$ cat config.mk
export PLATFORM = sky130hd
export DESIGN_NAME = dual_half_timer
export DESIGN_NICKNAME = d
export VERILOG_FILES = /design/src/rtl/dht_pkg.sv /design/src/rtl/dht_half.sv /design/src/rtl/dht_regfile.sv /design/src/rtl/dual_half_timer.sv
export SDC_FILE = /design/constraint.sdc
export NUM_CORES = 1
export LEC_CHECK = 0
export ABC_CLOCK_PERIOD_IN_PS = 2300
export BUFFER_PORTS_ARGS = -buffer_cell sky130_fd_sc_hd__clkbuf_2
export CAP_MARGIN = 25
export CELL_PAD_IN_SITES_DETAIL_PLACEMENT = 1
export CELL_PAD_IN_SITES_GLOBAL_PLACEMENT = 2
export CORE_UTILIZATION = 30
export CTS_CLUSTER_DIAMETER = 200
export CTS_CLUSTER_SIZE = 25
export DETAILED_ROUTE_END_ITERATION = 8
export PLACE_DENSITY = 0.74
export SLEW_MARGIN = 30
export SYNTH_ARGS = -nofsm -noshare
export SYNTH_HDL_FRONTEND = slang
export SYNTH_SLANG_ARGS = --single-unit
export TNS_END_PERCENT = 20
$ cat constraint.sdc
create_clock -name clk -period 2.3 [get_ports clk]
set_clock_uncertainty 0.05 [all_clocks]
set_input_delay 0 -clock clk [delete_from_list [all_inputs] [get_ports clk]]
set_output_delay 0 -clock clk [all_outputs]
set_load 0.02 [all_outputs]
$ cat src/rtl/dht_pkg.sv
package dht_pkg;
  typedef enum logic [1:0] {
    EN_OFF  = 2'd0,
    EN_ONCE = 2'd1,
    EN_LOOP = 2'd2,
    EN_RSVD = 2'd3
  } en_mode_e;

  localparam logic [1:0] GMODE_DUAL32 = 2'd1;
  localparam int NUM_HALVES = 2;
  localparam int LO_SHIFT   = 6;
  localparam int HI_SHIFT   = 22;

  localparam logic [7:0] OFS_ID     = 8'h00;
  localparam logic [7:0] OFS_CNT_LO = 8'h10;
  localparam logic [7:0] OFS_CNT_HI = 8'h14;
  localparam logic [7:0] OFS_PRD_LO = 8'h18;
  localparam logic [7:0] OFS_PRD_HI = 8'h1C;
  localparam logic [7:0] OFS_CTRL   = 8'h20;
  localparam logic [7:0] OFS_GCTRL  = 8'h24;
endpackage

$ cat src/rtl/dht_half.sv
module dht_half
  import dht_pkg::*;
#(
  parameter int CNT_W = 32
) (
  input  logic             clk,
  input  logic             rst_n,
  input  logic             run_en,
  input  logic [1:0]       mode,
  input  logic             cnt_wr,
  input  logic             prd_wr,
  input  logic [CNT_W-1:0] wdata,
  output logic [CNT_W-1:0] cnt_q,
  output logic [CNT_W-1:0] prd_q,
  output logic             irq,
  output logic             oneshot_done
);
  localparam logic [CNT_W-1:0] ONE = {{(CNT_W-1){1'b0}}, 1'b1};

  logic active, hit;
  assign active       = run_en && (mode == EN_ONCE || mode == EN_LOOP);
  assign hit          = active && !cnt_wr && (cnt_q == prd_q);
  assign oneshot_done = hit && (mode == EN_ONCE);

  always_ff @(posedge clk) begin
    if (!rst_n) begin
      cnt_q <= '0;
      prd_q <= '0;
      irq   <= 1'b0;
    end else begin
      irq <= hit;
      if (prd_wr) prd_q <= wdata;
      if (cnt_wr)      cnt_q <= wdata;
      else if (hit) begin
        if (mode == EN_LOOP) cnt_q <= '0;
      end else if (active) cnt_q <= cnt_q + ONE;
    end
  end


  count_step_chk: assert property (@(posedge clk) disable iff (!rst_n)
    (active && !cnt_wr && cnt_q != prd_q) |=> cnt_q == $past(cnt_q) + ONE);

  hold_chk: assert property (@(posedge clk) disable iff (!rst_n)
    (!active && !cnt_wr) |=> $stable(cnt_q));

  loop_restart_chk: assert property (@(posedge clk) disable iff (!rst_n)
    (hit && mode == EN_LOOP) |=> (cnt_q == '0 && irq));

  once_park_chk: assert property (@(posedge clk) disable iff (!rst_n)
    (hit && mode == EN_ONCE) |=> (irq && $stable(cnt_q)));

  pulse_width_chk: assert property (@(posedge clk) disable iff (!rst_n)
    (irq && mode == EN_LOOP && $past(mode) == EN_LOOP && prd_q != '0 && !prd_wr) |=> !irq);
endmodule

$ cat src/rtl/dht_regfile.sv
module dht_regfile
  import dht_pkg::*;
#(
  parameter int          ADDR_W   = 8,
  parameter int          DATA_W   = 32,
  parameter logic [31:0] ID_VALUE = 32'h0001_7A11
) (
  input  logic                              clk,
  input  logic                              rst_n,
  input  logic                              wr,
  input  logic                              rd,
  input  logic [ADDR_W-1:0]                 addr,
  input  logic [DATA_W-1:0]                 wdata,
  input  logic [NUM_HALVES-1:0][DATA_W-1:0] cnt_i,
  input  logic [NUM_HALVES-1:0][DATA_W-1:0] prd_i,
  input  logic [NUM_HALVES-1:0]             done_i,
  output logic [NUM_HALVES-1:0]             cnt_wr,
  output logic [NUM_HALVES-1:0]             prd_wr,
  output logic [NUM_HALVES-1:0][1:0]        mode_o,
  output logic [NUM_HALVES-1:0]             run_o,
  output logic [DATA_W-1:0]                 rdata,
  output logic                              rvalid
);
  logic [NUM_HALVES-1:0] rel_q;
  logic [1:0]            gmode_q;
  logic [DATA_W-1:0]     ctrl_word, rd_mux;
  logic                  ctrl_wr;

  assign ctrl_wr = wr && (addr == ADDR_W'(OFS_CTRL));

  for (genvar h = 0; h < NUM_HALVES; h++) begin : g_half
    localparam int SH = (h == 0) ? LO_SHIFT : HI_SHIFT;
    localparam logic [7:0] CNT_OFS = (h == 0) ? OFS_CNT_LO : OFS_CNT_HI;
    localparam logic [7:0] PRD_OFS = (h == 0) ? OFS_PRD_LO : OFS_PRD_HI;
    logic [1:0] mode_q;

    assign cnt_wr[h] = wr && (addr == ADDR_W'(CNT_OFS));
    assign prd_wr[h] = wr && (addr == ADDR_W'(PRD_OFS));
    assign mode_o[h] = mode_q;
    assign run_o[h]  = rel_q[h] && (gmode_q == GMODE_DUAL32);

    always_ff @(posedge clk) begin
      if (!rst_n)          mode_q <= EN_OFF;
      else if (ctrl_wr)    mode_q <= wdata[SH+1:SH];
      else if (done_i[h])  mode_q <= EN_OFF;
    end


    once_clear_chk: assert property (@(posedge clk) disable iff (!rst_n)
      (done_i[h] && !ctrl_wr) |=> mode_q == EN_OFF);
  end

  always_comb begin
    ctrl_word = '0;
    ctrl_word[LO_SHIFT+1:LO_SHIFT] = g_half[0].mode_q;
    ctrl_word[HI_SHIFT+1:HI_SHIFT] = g_half[1].mode_q;
  end

  always_ff @(posedge clk) begin
    if (!rst_n) begin
      rel_q   <= '0;
      gmode_q <= 2'd0;
    end else if (wr && addr == ADDR_W'(OFS_GCTRL)) begin
      rel_q   <= wdata[NUM_HALVES-1:0];
      gmode_q <= wdata[3:2];
    end
  end

  always_comb begin
    case (addr)
      ADDR_W'(OFS_ID):     rd_mux = DATA_W'(ID_VALUE);
      ADDR_W'(OFS_CNT_LO): rd_mux = cnt_i[0];
      ADDR_W'(OFS_CNT_HI): rd_mux = cnt_i[1];
      ADDR_W'(OFS_PRD_LO): rd_mux = prd_i[0];
      ADDR_W'(OFS_PRD_HI): rd_mux = prd_i[1];
      ADDR_W'(OFS_CTRL):   rd_mux = ctrl_word;
      ADDR_W'(OFS_GCTRL):  rd_mux = DATA_W'({gmode_q, rel_q});
      default:             rd_mux = '0;
    endcase
  end

  always_ff @(posedge clk) begin
    if (!rst_n) begin
      rdata  <= '0;
      rvalid <= 1'b0;
    end else begin
      rvalid <= rd;
      if (rd) rdata <= rd_mux;
    end
  end


  read_latency_chk: assert property (@(posedge clk) disable iff (!rst_n)
    rvalid |-> $past(rd));
endmodule

$ cat src/rtl/dual_half_timer.sv
module dual_half_timer
  import dht_pkg::*;
#(
  parameter int          ADDR_W   = 8,
  parameter logic [31:0] ID_VALUE = 32'h0001_7A11
) (
  input  logic              clk,
  input  logic              rst_n,
  input  logic              reg_wr,
  input  logic              reg_rd,
  input  logic [ADDR_W-1:0] reg_addr,
  input  logic [31:0]       reg_wdata,
  output logic [31:0]       reg_rdata,
  output logic              reg_rvalid,
  output logic              irq_lo,
  output logic              irq_hi
);
  localparam int CNT_W = 32;

  logic [NUM_HALVES-1:0][CNT_W-1:0] cnt_v, prd_v;
  logic [NUM_HALVES-1:0]            done_v, cnt_wr_v, prd_wr_v, run_v, irq_v;
  logic [NUM_HALVES-1:0][1:0]       mode_v;

  dht_regfile #(.ADDR_W(ADDR_W), .DATA_W(CNT_W), .ID_VALUE(ID_VALUE)) regs_i (
    .clk(clk), .rst_n(rst_n), .wr(reg_wr), .rd(reg_rd), .addr(reg_addr),
    .wdata(reg_wdata), .cnt_i(cnt_v), .prd_i(prd_v), .done_i(done_v),
    .cnt_wr(cnt_wr_v), .prd_wr(prd_wr_v), .mode_o(mode_v), .run_o(run_v),
    .rdata(reg_rdata), .rvalid(reg_rvalid)
  );

  for (genvar h = 0; h < NUM_HALVES; h++) begin : g_cnt
    dht_half #(.CNT_W(CNT_W)) half_i (
      .clk(clk), .rst_n(rst_n), .run_en(run_v[h]), .mode(mode_v[h]),
      .cnt_wr(cnt_wr_v[h]), .prd_wr(prd_wr_v[h]), .wdata(reg_wdata),
      .cnt_q(cnt_v[h]), .prd_q(prd_v[h]), .irq(irq_v[h]),
      .oneshot_done(done_v[h])
    );
  end

  assign irq_lo = irq_v[0];
  assign irq_hi = irq_v[1];
endmodule

==> reports/qor.csv <==
stage,metric,value,unit
clocking,Num CTS Buffers,17,
sta,Rel. slew slack,47.2,%
min_path,Worst Hold Class,in -> reg,
route,DR WL/cell,24.3,um
yosys,Post-Synthesis Cells,1209,
yosys,largest family of logic cells by synthesized area,simple AND/OR/NAND/NOR gates,
power,Power Density,498,nW/um^2
grt,initial antenna violation count,0,
yosys,top_reg_cell synth,dfxtp_1,
layout,post-route cell area,12800,sq um
yosys,Synth Register Bits,171,
clocking,number of H-tree levels,4,
floorplanning,die height,180,um
layout,Final #Nets,1478,
layout,antenna cells,0,
yosys,mean post-synth cell area,7.84,sq um
power,clock share of power,47.5,%
layout,layout cells sized above 1,27.1,%
run_status,outcome,"finished, violations left",
placed_design,dpl cell area,11500,sq um
placed_design,Detailed Place HPWL,33500,um
yosys,"Async S/R FF share, synth",0,%
yosys,Adder-Cell Fraction of Synth Area,0.792,%
grt,M3 GR Usage,5.04,%
power,Leak,5.15,nW
sta,Tcrit/Tclk final,108,%
floorplanning,Die Width,180,um
sta,maximum clock frequency,401,MHz
yosys,Synth Net Count,1259,
clocking,CTS tree,yes,
route,total wire length,44600,um
yosys,Synth Area in Simple Gates,22.1,%
grt,vias in the first global route,10200,
yosys,"EDFF count, synth",0,
layout,Area Overhead vs Synth,35.0,%
yosys,synth warn,0,
sta,"Slew Viols, Final",0,
sta,Final WS setup,-0.194,ns
sta,"Setup violations, final",62,
route,initial DRC count,1014,
clocking,Sink Count,171,
grt,GRT overflow,0,
sta,Hold Slack,0.0418,ns
route,DR vias/cell,5.71,
floorplanning,Ports,79,
worst_setup_path,critical path capture point type,register,
power,total power draw,0.00637,W
grt,gr busiest metal,met2,
layout,fill count,3664,
grt,M1 GR Usage,40.0,%
sta,endpoints failing hold,0,
placed_design,Final GP Congestion,0.940,
yosys,Compound-Gate Fraction of Synth Area,21.3,%
layout,"Cell Count, Final, Fillers Out",1836,
yosys,register area share after synthesis,36.1,%
sta,worst slew pin tran,0.790,ns
yosys,xor-xnor portion of the synthesized cell area,6.84,%
clocking,Worst-path clk slew,0.07,ns
worst_setup_path,CP required,2.62,ns
route,"antenna viol nets, final",0,
worst_setup_path,Worst Path Arrival,2.82,ns
floorplanning,core box area,30800,sq um
power,register share of total power,46.6,%
grt,first-pass GRT wire length,66400,um
sta,minimum clock period,2.49,ns
floorplanning,num rows,64,
power,Internal,0.00480,W
route,via count,10500,
floorplanning,die area,32300,sq um
grt,Total GRT Usage,27.6,%
grt,met2 usage,40.6,%
yosys,Yosys cell types,63,
layout,fin util,41.5,%
clocking,Root Driver,clkbuf_16,
clocking,Clock Path Buffers,2,
clocking,Worst-Skew Late Latency,0.45,ns
floorplanning,Initial Utilization,30.7,%
run_status,failing checks,"DRC, setup timing",
flow_run,Max-cap violations,0,
power,Sw Ratio,24.6,%
yosys,cell area after synthesis,9480,sq um
route,# DRC,3,
power,Max IR drop VDD,0.476,mV
yosys,mux contribution to synthesized area,6.98,%
worst_setup_path,Worst Setup Start Kind,register,
power,P_sw,0.00157,W
placed_design,placed insts,1760,
sta,RSZ-0062 raised after global routing,true,
worst_setup_path,Crit Path Max Fanout,6,
grt,largest net degree at the start of global routing,128,
worst_setup_path,CP Class,reg -> reg,
power,combinational share of power,5.9,%
route,TritonRoute pass-1 iters,8,
placed_design,Port-buffer cells,78,
-- stage by stage --
step	setup slack, ns	TNS, ns
final	-0.194	-4.47
after CTS	-0.164	-3.94
after global routing	-0.296	-11.60
after detailed placement	-0.256	-10.41
after floorplan	-0.0768	-0.892
after global placement	-0.173	-6.08
-- cells in the mapped netlist (4+ instances only) --
library cell | number | share of area [%]
and4_1 | 6 | 0.55
nand4_1 | 27 | 1.8
a221oi_1 | 19 | 1.8
nand2b_1 | 5 | 0.33
xor2_1 | 38 | 3.5
buf_4 | 4 | 0.32
clkbuf_1 | 82 | 3.2
buf_2 | 12 | 0.63
nor3_1 | 38 | 2.0
o22ai_1 | 22 | 1.5
a22oi_1 | 16 | 1.3
mux2_2 | 17 | 2.0
nand3_1 | 37 | 2.0
o211ai_1 | 10 | 0.79
a222oi_1 | 17 | 1.8
nand2_1 | 132 | 5.2
and3_1 | 6 | 0.40
o21ai_0 | 24 | 1.3
inv_1 | 30 | 1.2
o31ai_1 | 4 | 0.32
a211oi_1 | 18 | 1.4
dfxtp_1 | 171 | 36
nor4_1 | 21 | 1.4
or3_1 | 9 | 0.59
ha_1 | 6 | 0.79
o2bb2ai_1 | 8 | 0.74
nor2_1 | 142 | 5.6
a31oi_1 | 20 | 1.3
mux2i_1 | 47 | 5.0
buf_1 | 5 | 0.20
xnor2_1 | 36 | 3.3
a21oi_1 | 126 | 6.7
-- power groups by stage --
stage | clock network, W | logic [W] | registers [W]
2_1_floorplan | 0 | 0.000138 | 0.00303
3_3_place_gp | 0 | 0.000313 | 0.00304
3_5_place_dp | 0 | 0.000317 | 0.00304
4_1_cts | 0.00307 | 0.000367 | 0.00297
5_1_grt | 0.00317 | 0.000398 | 0.00297
6_report | 0.00302 | 0.000379 | 0.00297
-- area by class of cell --
class	count	area, sq um	area share, %
clock buffers	21	440	3.44
clock inverters	10	145	1.13
inverters	30	115	0.900
multi-input cells	902	5820	45.5
flip-flops and latches	171	3430	26.8
well taps	396	495	3.87
repair buffers	306	2340	18.3
-- cells in the final DEF (no fill, tap or decap), types with 14 or more instances in the layout --
| master | count |
|---|---|
| mux2_2 | 17 |
| nand2_1 | 131 |
| inv_1 | 28 |
| dlygate4sd3_1 | 33 |
| nand4_1 | 27 |
| mux2i_1 | 47 |
| a31oi_1 | 20 |
| buf_4 | 174 |
| dfxtp_1 | 163 |
| o22ai_1 | 20 |
| clkbuf_2 | 78 |
| xor2_1 | 38 |
| nor2_1 | 140 |
| nand3_1 | 35 |
| a21oi_1 | 122 |
| nor3_1 | 34 |
| nor4_1 | 14 |
| xnor2_1 | 36 |
| a222oi_1 | 17 |
| clkbuf_16 | 17 |
-- worst max-delay path, stage by stage, from the launching register on --
cell and delay (ns):
dfxtp_1 0.48, xnor2_1 0.22, nand4_1 0.14, nor2_1 0.38, nand4_1 0.29, o21ai_4 0.30
buf_4 0.16, buf_6 0.12, a22oi_1 0.09, o22ai_1 0.18
-- final timing paths --
check / start / end / slack [ns] / cells past startpoint
setup / recovery: g_cnt[0].half_i.prd_q[9]$_SDFFE_PN0P_ / g_cnt[0].half_i.cnt_q[10]$_SDFFE_PN0P_ / -0.19 / 9
hold / removal: rst_n / g_cnt[0].half_i.cnt_q[29]$_SDFFE_PN0P_ / 0.04 / 3
setup reg to reg: g_cnt[0].half_i.prd_q[9]$_SDFFE_PN0P_ / g_cnt[0].half_i.cnt_q[10]$_SDFFE_PN0P_ / -0.19 / 9
hold reg to reg: regs_i.rdata[29]$_SDFFE_PN0P_ / regs_i.rdata[29]$_SDFFE_PN0P_ / 0.44 / 2
-- state kept, by name, summed over array words and instances, names as in the netlist --
signal / cells
g_cnt.half_i.irq: 2
regs_i.rvalid: 1
g_cnt.half_i.prd_q: 64
regs_i.rel_q: 2
regs_i.gmode_q: 2
regs_i.rdata: 32
g_cnt.half_i.cnt_q: 64
regs_i.g_half.mode_q: 4
-- per-layer routing --
metal	part of all wire (%)	vias to the layer above
met2	43	408
met1	47	5225
met4	2.6	0
met3	7.1	56
met5	0	-
li1	-	4802
-- repair_timing --
item / in CTS / in global routing
gates cloned: 4 / 0
pin swaps: 42 / 28
hold buffers: 33 / 0
resized for setup: 45 / 38
endpoints found under the hold margin: 126 / 0
setup endpoints to repair: 67 / 67
setup buffers: 3 / 5
-- logic make-up (layout without fill, tap and decap cells) --
| kind of cell | after synthesis | after routing |
|---|---|---|
| AND/OR/NAND/NOR | 447 | 447 |
| AO/OA/AOI/OAI | 311 | 311 |
| flip-flops | 171 | 171 |
| buffers and inverters | 136 | 367 |
| XOR/XNOR | 74 | 74 |
| multiplexers | 64 | 64 |
| adder cells (fa/ha/maj) | 6 | 6 |
No activity file was read; power rests on OpenSTA's default activity.
